File: src/rtl/osq_pkg.sv
package osq_pkg;

  typedef enum logic [1:0] {
    REF_H_LEAD    = 2'd0,
    REF_H_TRAIL   = 2'd1,
    REF_H_DELAYED = 2'd2
  } vref_src_e;

  typedef struct packed {
    logic sync_pos;
    logic vs_trail;
    logic vref_trail;
    logic hop_lead;
    logic col_neg;
    logic blk_neg;
  } osq_cfg_t;

  // Sampling point of the vertical level, chosen by the three edge selects.
  function automatic vref_src_e pick_vref(logic vs_trail, logic vref_trail, logic hop_lead);
    if (!vref_trail)    return REF_H_LEAD;
    else if (!hop_lead) return REF_H_TRAIL;
    else if (!vs_trail) return REF_H_TRAIL;
    else                return REF_H_DELAYED;
  endfunction

endpackage

File: src/rtl/osq_sync_level.sv
module osq_sync_level #(
  parameter int STAGES = 2
) (
  input  logic clk,
  input  logic rst_n,
  input  logic pin,
  output logic raw
);
  logic [STAGES-1:0] sh;

  always_ff @(posedge clk or negedge rst_n) begin
    if (!rst_n) sh <= '0;
    else        sh <= {sh[STAGES-2:0], pin};
  end

  assign raw = sh[STAGES-1];
endmodule

File: src/rtl/osq_edge_det.sv
module osq_edge_det (
  input  logic clk,
  input  logic rst_n,
  input  logic raw,
  input  logic pos,
  input  logic warm,
  output logic lead,
  output logic trail
);
  logic prev;
  logic rise, fall;

  always_ff @(posedge clk or negedge rst_n) begin
    if (!rst_n) prev <= 1'b0;
    else        prev <= raw;
  end

  // Edges are found on the raw level, so a polarity change makes no false edge.
  assign rise  = raw & ~prev;
  assign fall  = ~raw & prev;
  assign lead  = warm & (pos ? rise : fall);
  assign trail = warm & (pos ? fall : rise);
endmodule

File: src/rtl/osq_vref.sv
module osq_vref
  import osq_pkg::*;
#(
  parameter int DELAY = 10
) (
  input  logic clk,
  input  logic rst_n,
  input  logic vs_trail,
  input  logic vref_trail,
  input  logic hop_lead,
  input  logic h_lead,
  input  logic h_trail,
  input  logic v_act,
  output logic field_evt
);
  localparam int CW = $clog2(DELAY + 1);

  logic [CW-1:0] cnt;
  logic          samp;
  logic          h_dly;
  logic          ref_hit;
  vref_src_e     src;

  always_ff @(posedge clk or negedge rst_n) begin
    if (!rst_n)           cnt <= '0;
    else if (h_lead)      cnt <= CW'(DELAY);
    else if (cnt != '0)   cnt <= cnt - CW'(1);
  end

  assign h_dly = (cnt == CW'(1));
  assign src   = pick_vref(vs_trail, vref_trail, hop_lead);

  always_comb begin
    unique case (src)
      REF_H_LEAD:    ref_hit = h_lead;
      REF_H_TRAIL:   ref_hit = h_trail;
      REF_H_DELAYED: ref_hit = h_dly;
      default:       ref_hit = 1'b0;
    endcase
  end

  always_ff @(posedge clk or negedge rst_n) begin
    if (!rst_n)       samp <= 1'b0;
    else if (ref_hit) samp <= v_act;
  end

  assign field_evt = ref_hit & (vs_trail ? (samp & ~v_act) : (~samp & v_act));

  // the delay counter never runs past its load value
  a_r7_cnt_range: assert property (@(posedge clk) disable iff (!rst_n)
    cnt <= CW'(DELAY));
endmodule

File: src/rtl/osq_layer_gate.sv
module osq_layer_gate #(
  parameter int NL = 3
) (
  input  logic          clk,
  input  logic          rst_n,
  input  logic [NL-1:0] req,
  input  logic          field_evt,
  output logic [NL-1:0] en
);
  logic [NL-1:0] armed;

  for (genvar i = 0; i < NL; i++) begin : g_layer
    always_ff @(posedge clk or negedge rst_n) begin
      if (!rst_n)         armed[i] <= 1'b0;
      else if (!req[i])   armed[i] <= 1'b0;
      else if (field_evt) armed[i] <= 1'b1;
    end
    assign en[i] = req[i] & armed[i];

    // a layer only turns on right after a field event
    a_r9_on_at_field: assert property (@(posedge clk) disable iff (!rst_n)
      $rose(en[i]) |-> $past(field_evt));
  end
endmodule

File: src/rtl/osq_out_pol.sv
module osq_out_pol #(
  parameter int CW = 4,
  parameter int BW = 3
) (
  input  logic          clk,
  input  logic          rst_n,
  input  logic          col_neg,
  input  logic          blk_neg,
  input  logic [CW-1:0] col_raw,
  input  logic [BW-1:0] blk_raw,
  output logic [CW-1:0] col_out,
  output logic [BW-1:0] blk_out
);
  always_ff @(posedge clk or negedge rst_n) begin
    if (!rst_n) begin
      col_out <= '0;
      blk_out <= '0;
    end else begin
      col_out <= col_raw ^ {CW{col_neg}};
      blk_out <= blk_raw ^ {BW{blk_neg}};
    end
  end

  // steady inputs give a steady colour output
  a_r11_col_hold: assert property (@(posedge clk) disable iff (!rst_n)
    ($past(rst_n) && $stable(col_raw) && $stable(col_neg)) |=> $stable(col_out));
endmodule

File: src/rtl/osd_sync_qualifier.sv
module osd_sync_qualifier
  import osq_pkg::*;
#(
  parameter int SYNC_STAGES = 2,
  parameter int VREF_DELAY  = 10,
  parameter int NUM_LAYERS  = 3,
  parameter int COL_W       = 4,
  parameter int BLK_W       = 3
) (
  input  logic                  clk,
  input  logic                  rst_n,
  input  logic                  cfg_we,
  input  logic                  cfg_sync_pos,
  input  logic                  cfg_vs_trail,
  input  logic                  cfg_vref_trail,
  input  logic                  cfg_hop_lead,
  input  logic                  cfg_col_neg,
  input  logic                  cfg_blk_neg,
  input  logic                  hs_pin,
  input  logic                  vs_pin,
  input  logic [NUM_LAYERS-1:0] layer_req,
  input  logic [COL_W-1:0]      col_raw,
  input  logic [BLK_W-1:0]      blk_raw,
  output logic                  line_start,
  output logic                  field_start,
  output logic [NUM_LAYERS-1:0] layer_en,
  output logic [COL_W-1:0]      col_out,
  output logic [BLK_W-1:0]      blk_out
);
  localparam int WARM   = SYNC_STAGES + 1;
  localparam int WARM_W = $clog2(WARM + 1);

  osq_cfg_t          cfg_q;
  logic [WARM_W-1:0] warm_cnt;
  logic              warm;
  logic              h_raw, v_raw, v_act;
  logic              h_lead, h_trail;
  logic              field_evt;

  always_ff @(posedge clk or negedge rst_n) begin
    if (!rst_n) cfg_q <= '0;
    else if (cfg_we) begin
      cfg_q.sync_pos   <= cfg_sync_pos;
      cfg_q.vs_trail   <= cfg_vs_trail;
      cfg_q.vref_trail <= cfg_vref_trail;
      cfg_q.hop_lead   <= cfg_hop_lead;
      cfg_q.col_neg    <= cfg_col_neg;
      cfg_q.blk_neg    <= cfg_blk_neg;
    end
  end

  // Edges stay masked until the synchronizer holds real pin samples.
  always_ff @(posedge clk or negedge rst_n) begin
    if (!rst_n)                       warm_cnt <= '0;
    else if (warm_cnt != WARM_W'(WARM)) warm_cnt <= warm_cnt + WARM_W'(1);
  end
  assign warm = (warm_cnt == WARM_W'(WARM));

  osq_sync_level #(.STAGES(SYNC_STAGES)) u_hs_sync (
    .clk(clk), .rst_n(rst_n), .pin(hs_pin), .raw(h_raw));

  osq_sync_level #(.STAGES(SYNC_STAGES)) u_vs_sync (
    .clk(clk), .rst_n(rst_n), .pin(vs_pin), .raw(v_raw));

  assign v_act = cfg_q.sync_pos ? v_raw : ~v_raw;

  osq_edge_det u_hs_edge (
    .clk(clk), .rst_n(rst_n), .raw(h_raw), .pos(cfg_q.sync_pos),
    .warm(warm), .lead(h_lead), .trail(h_trail));

  osq_vref #(.DELAY(VREF_DELAY)) u_vref (
    .clk(clk), .rst_n(rst_n),
    .vs_trail(cfg_q.vs_trail), .vref_trail(cfg_q.vref_trail),
    .hop_lead(cfg_q.hop_lead), .h_lead(h_lead), .h_trail(h_trail),
    .v_act(v_act), .field_evt(field_evt));

  always_ff @(posedge clk or negedge rst_n) begin
    if (!rst_n) begin
      line_start  <= 1'b0;
      field_start <= 1'b0;
    end else begin
      line_start  <= cfg_q.hop_lead ? h_lead : h_trail;
      field_start <= field_evt;
    end
  end

  osq_layer_gate #(.NL(NUM_LAYERS)) u_gate (
    .clk(clk), .rst_n(rst_n), .req(layer_req),
    .field_evt(field_evt), .en(layer_en));

  osq_out_pol #(.CW(COL_W), .BW(BLK_W)) u_pol (
    .clk(clk), .rst_n(rst_n),
    .col_neg(cfg_q.col_neg), .blk_neg(cfg_q.blk_neg),
    .col_raw(col_raw), .blk_raw(blk_raw),
    .col_out(col_out), .blk_out(blk_out));

  // line pulses last one cycle
  a_r2_line_pulse: assert property (@(posedge clk) disable iff (!rst_n)
    line_start |=> !line_start);

  // field pulses last one cycle
  a_r8_field_pulse: assert property (@(posedge clk) disable iff (!rst_n)
    field_start |=> !field_start);
endmodule

File: config.mk
export PLATFORM = sky130hd
export DESIGN_NAME = osd_sync_qualifier
export DESIGN_NICKNAME = d
export VERILOG_FILES = /design/src/rtl/osq_pkg.sv /design/src/rtl/osq_sync_level.sv /design/src/rtl/osq_edge_det.sv /design/src/rtl/osq_vref.sv /design/src/rtl/osq_layer_gate.sv /design/src/rtl/osq_out_pol.sv /design/src/rtl/osd_sync_qualifier.sv
export SDC_FILE = /design/constraint.sdc
export NUM_CORES = 1
export LEC_CHECK = 0
export BUFFER_PORTS_ARGS = -buffer_cell sky130_fd_sc_hd__buf_2
export CELL_PAD_IN_SITES_DETAIL_PLACEMENT = 1
export CELL_PAD_IN_SITES_GLOBAL_PLACEMENT = 2
export CORE_MARGIN = 2
export CORE_UTILIZATION = 32
export CTS_BUF_LIST = sky130_fd_sc_hd__clkbuf_4 sky130_fd_sc_hd__clkbuf_8
export DETAILED_ROUTE_END_ITERATION = 12
export PLACE_DENSITY = 0.77
export SYNTH_ARGS = -nofsm -noshare
export SYNTH_HDL_FRONTEND = slang
export SYNTH_HIERARCHICAL = 1
export SYNTH_SLANG_ARGS = --single-unit
export TNS_END_PERCENT = 10
File: constraint.sdc
create_clock -name clk -period 1.8 [get_ports clk]
set_input_delay 0.09 -clock clk [delete_from_list [all_inputs] [get_ports clk]]
set_output_delay 0.09 -clock clk [all_outputs]
set_load 0.05 [all_outputs]
Yosys cells after proc, flatten, opt, wreduce, memory -nomap -nowiden. Index checks and enable logic that the tools add are counted.

Add/subtract/negate cells: 2. Equality and inequality tests: 8. Multiplexer cells: 15. Bitwise logic cells: 17. Reduce and logical (&&, ||, !) cells: 3.

Operators with widths (count): 1-bit AND (10); 1-bit 2-to-1 mux (9); 4-bit 2-to-1 mux (2); 2-bit 2-to-1 mux (3); 2-bit by 1-bit inequality test with 1-bit output (second input constant) (3); 1-bit inverter (5); 2-bit equality test (second input constant) (2); 4-bit by 1-bit equality test with 1-bit output (second input constant) (1); 4-bit nonzero test (1); 4-bit by 1-bit subtractor with 4-bit output (second input constant) (1); 4-bit XOR (1); 1-bit one-hot mux with 3 select lines (1); 3-bit XOR (1); 2-bit by 1-bit adder with 2-bit output (second input constant) (1); 2-bit by 1-bit equality test with 1-bit output (second input constant) (1); 2-bit zero test (1); 2-bit inequality test (second input constant) (1); 2-bit nonzero test (1).

Register bits: 30. Input bits: 21. Output and inout bits: 12. Word-level logic and storage cells: 64.

Longest topological paths before layout.
Word-level depth: 8. Depth in mapped cells: 8. Gate-level depth less buffers: 8.

Cells and area by module. Netlist, hierarchy kept.

Modules (own cells, without submodules): osd_sync_qualifier (instances 1, cells each 23, area an instance 416.6 um2, sequential area each 250.2 um2); osq_vref (instances 1, cells each 34, area an instance 329.1 um2, sequential area each 125.1 um2); osq_out_pol (instances 1, cells each 14, area an instance 236.5 um2, sequential area each 175.2 um2); osq_layer_gate (instances 1, cells each 9, area an instance 116.4 um2, sequential area each 75.1 um2); osq_sync_level (instances 2, cells each 2, area an instance 50.0 um2, sequential area each 50.0 um2); osq_edge_det (instances 1, cells each 7, area an instance 61.3 um2, sequential area each 25.0 um2).

Worst setup path after synthesis. No wires, ideal clock.

Path kind: reg2reg. From: register warm_cnt[0]. To: register u_gate.armed[0]. Setup time: 0.119 ns. Data arrival time: 1.578 ns. Data required time: 1.681 ns. Path slack: 0.103 ns. Cell stages (with the launch flop): 9. Path buffers: 0. Period minus slack after synthesis: 1.697 ns. Cells stage by stage: dfrtp_1 -> ha_1 -> nand2b_1 -> o22ai_1 -> nor2b_1 -> a31oi_1 -> o41ai_2 -> and2_2 -> o21a_1.

Longest elaborated chain between the ends: 5. Elaborated cells on any way between the ends: 6. Classes of those cells: 2 x eq/ne; 1 x mux; 3 x bitwise.

RTL lines: start, declared (RTL line osd_sync_qualifier.sv:34) `logic [WARM_W-1:0] warm_cnt;`; start signal, assigned (RTL line osd_sync_qualifier.sv:55) `else if (warm_cnt != WARM_W'(WARM)) warm_cnt <= warm_cnt + WARM_W'(1);`; 2-bit equality test (RTL line osd_sync_qualifier.sv:57) `assign warm = (warm_cnt == WARM_W'(WARM));`; via warm (RTL line osd_sync_qualifier.sv:35) `logic warm;`; 1-bit AND (RTL line osq_edge_det.sv:21) `assign lead = warm & (pos ? rise : fall);`; via h_lead (RTL line osd_sync_qualifier.sv:37) `logic h_lead, h_trail;`; 1-bit one-hot mux with 3 select lines (RTL line osq_vref.sv:34) `unique case (src)`; 1-bit AND (RTL line osq_vref.sv:47) `assign field_evt = ref_hit & (vs_trail ? (samp & ~v_act) : (~samp & v_act));`; via field_evt (RTL line osd_sync_qualifier.sv:38) `logic field_evt;`; 2-bit by 1-bit inequality test with 1-bit output (no line); end signal, assigned by index (RTL line osq_layer_gate.sv:14) `if (!rst_n) armed[i] <= 1'b0;`; end signal, assigned by index (RTL line osq_layer_gate.sv:15) `else if (!req[i]) armed[i] <= 1'b0;`; end signal, assigned by index (RTL line osq_layer_gate.sv:16) `else if (field_evt) armed[i] <= 1'b1;`; end, declared (RTL line osq_layer_gate.sv:10) `logic [NL-1:0] armed;`.

The timed path passes the listed nets, and every way through them passes these cells. A chain may end at the register's enable or synchronous reset.

Final worst setup path.
From: register warm_cnt[1]. To: register u_gate.armed[0].

Same word-level chain as after synthesis.

==> impl_metrics.ini <==
[run_status]
outcome = complete, no violations

[logic_synthesis]
number_of_cells_produced_by_synthesis = 91
synthesis.nets = 117
yosysWarnings = 6
synthesis.area_per_instance_sq_um = 13.8
post_synth_num_cell_types = 27
postSynthRegisterBits = 30
post-synth-top-area-cell = dfrtp_1
syn-cell-area_sq_mm = 0.00126
synth-seq-area-share = 0.596
netlist.area_leader.share = 0.596
yosys-top-cells-area = dfrtp_1 (60%), mux2_4 (8.3%), ha_1 (5.0%), xor2_1 (4.9%), nand2b_1 (2.5%)

[placement]
placed_standard_cell_area_sq_mm = 0.00148
post-dp-hpwl_um = 1780
port_buffers = 32
globalplace.congestion = 0.655

[critical_path]
cp-end-kind = flip-flop
ff2ff_setup_slack_ns = 0.10
worst_path_dominant_cell_family = compound AO/OA/AOI/OAI gates
timing.setup.critical_path_class = flip-flop to flip-flop
worstPathBufferInverterCount = 0
worst_ep_arrival_time_ns = 1.87
cpMaxStageDelayCell = dfrtp_1
crit_path_cell_trace = ha_2, nand2b_1, o22ai_1, nor2b_1, a31oi_1, o41ai_2, and2_4, o21a_1
worstSetupPathDepth = 8
r2r.worst_path.cells = 8
crit_path_max_incr_delay_ns = 0.39
worstPathMaxFanout = 4
critPathLaunchType = flip-flop
worst-endpoint-required_ns = 1.97

[route]
ant_nets = 0
drc = 0
initialDrtViolationCount = 20
detail_route.wl_per_cell_um = 12.9
vias_cell = 4.45
drt_pre_antenna_iters = 4
routed-via-count = 855
finalWirelength_um = 2490

[finish]
antenna-diode-count = 0
finish.net_count = 169
final_non_filler_cell_area_sq_mm = 0.00170
final_layout_size_suffix_gt1_frac = 0.403
final_common_cell = buf_2
synthToLayoutAreaGrowth_pct = 35.0
layout.cells.most_common_list = buf_2 (32), dfrtp_1 (30), dlygate4sd3_1 (10), mux2_4 (7), xor2_1 (7)

[grt]
first_global_vias = 963
grt.overflow.total = 0
groute.usage.overall = 0.135
global_route_wire_length_before_repair_um = 4340
antenna_found_initial = 0
grt_max_degree = 31

[floorplan]
boundaryPins = 33
die_footprint_sq_mm = 0.00446
fp-row-count = 22
floorplan.initialDensity = 0.339
core-area_sq_mm = 0.00372
dieWidth_um = 66.8
die_height_um = 66.8

[clock_network]
cts_made_buffers = 5
total_number_of_clock_tree_sinks = 30
tritoncts = done
clockBufferDepth = 2
clockRootBuffer = clkbuf_8
cts-htree-levels = 2
source_to_sink_clock_delay_at_the_later_pin_of_the_worst_skew_pair_ns = 0.28
cts.reportedPaths.clkPinSlew_ns = 0.06

[timing]
worst_slew_pin_slew_ns = 0.646
fmaxAchievable_ghz = 0.589
setup_repair_after_global_routing_missed_its_margin = false
final.setup_skew_ns = 0.00463
setup_viol = 0
totalNegativeSetupSlack_ns = 0
min_period_over_period = 0.944
worst_slew_margin_rel = 0.569
period_minus_slack_ns = 1.70
maxSlewViolCount = 0
final_hold_viol_count = 0

[power]
power_density_mw_per_mm2 = 1130
ir_drop_mv = 0.499
static-leakage-power_nw = 0.826

[min_path]
holdPathStages = 2
worstHoldPathType = input port to flip-flop

[run]
max_cap_viol_count = 0
cells in the mapped netlist (all sizes together):
| library cell | n |
|---|---|
| ha | 5 |
| a21oi | 1 |
| inv | 2 |
| a31oi | 1 |
| o21a | 3 |
| xor2 | 7 |
| nor2b | 1 |
| nor3 | 1 |
| o22ai | 2 |
| buf | 1 |
| mux2 | 9 |
| and2 | 4 |
| dfrtp | 30 |
| or2b | 1 |
| or3 | 1 |
| nand2 | 6 |
| xnor2 | 3 |
| nor2 | 2 |
| nand2b | 5 |
| nand3b | 1 |
| o21ai | 2 |
| a211o | 1 |
| or3b | 1 |
| o41ai | 1 |
cell families after synthesis:
family / count (synthesis) / share of synthesized area
flops: 30 / 0.596
fa+ha+maj: 5 / 0.0497
simple gates: 23 / 0.104
xor+xnor: 10 / 0.0695
mux: 9 / 0.101
buf+inv: 3 / 0.0149
compound gates: 11 / 0.0645
per-layer routing:
layer	vias up	GRT usage	share of wire
met5	-	0	0
met4	0	0.0612	0.021
met2	35	0.230	0.50
li1	405	-	-
met3	7	0.0709	0.093
met1	408	0.135	0.39
worst reg2reg max path: stages (launching register included):
cell and delay [ns]:
dfrtp_1 0.39, ha_2 0.19, nand2b_1 0.09, o22ai_1 0.10, nor2b_1 0.14, a31oi_1 0.19
o41ai_2 0.13, and2_4 0.17, o21a_1 0.18
sequential cells by signal, summed over array words and instances, names as in the netlist:
register        cells
u_gate/armed        3
u_hs_edge/prev      1
u_vs_sync/sh        2
u_pol/col_out       4
field_start         1
u_pol/blk_out       3
u_hs_sync/sh        2
warm_cnt            2
u_vref/samp         1
cfg_q               6
line_start          1
u_vref/cnt          4
through the flow:
| step | instances | hold WS, ns | total power [W] | util | setup slack, ns |
|---|---|---|---|---|---|
| 2_1_floorplan | 91 | -0.206 | 0.00122 | - | 0.103 |
| 5_1_grt | 192 | 0.0280 | 0.00205 | 0.458 | 0.0126 |
| 3_5_place_dp | 171 | 0.167 | 0.00137 | 0.397 | 0.00162 |
| 3_3_place_gp | 171 | 0.153 | 0.00134 | 0.397 | 0.113 |
| 4_1_cts | 190 | 0.0236 | 0.00195 | 0.452 | 0.0284 |
| 6_report | 192 | 0.0319 | 0.00193 | 0.458 | 0.101 |
where the power goes:
| part | switching (W) | internal (W) |
|---|---|---|
| logic | 0.000285 | 0.000213 |
| clock network | 0.000248 | 0.000306 |
| registers | 0.0000917 | 0.000781 |
area by class of cell:
class                           count  area (sq um)
Timing Repair Buffer               46           290
Fill cell                         410          2020
Tap cell                           48          60.1
Clock inverter                      2          12.5
Clock buffer                        6          82.6
Inverter                            2          7.51
Multi-Input combinational cell     58           497
Sequential cell                    30           751
worst paths after layout:
check	startpoint	endpoint
max	warm_cnt[1]	u_gate/armed[0]
min in group asynchronous	rst_n	u_pol/col_out[2]
max in group asynchronous	rst_n	line_start
min reg2reg	u_hs_sync/sh[0]	u_hs_sync/sh[1]
min	layer_req[2]	u_gate/armed[2]
max reg2reg	warm_cnt[1]	u_gate/armed[0]
timing repair:
action / 4_1_cts / 5_1_grt
gates resized for setup: 0 / 3
setup buffers: 1 / 2
hold buffers: 10 / 0
endpoints found under the hold margin: 39 / 0
setup endpoints to repair: 1 / 3
Power figures use the tool's default switching activity.
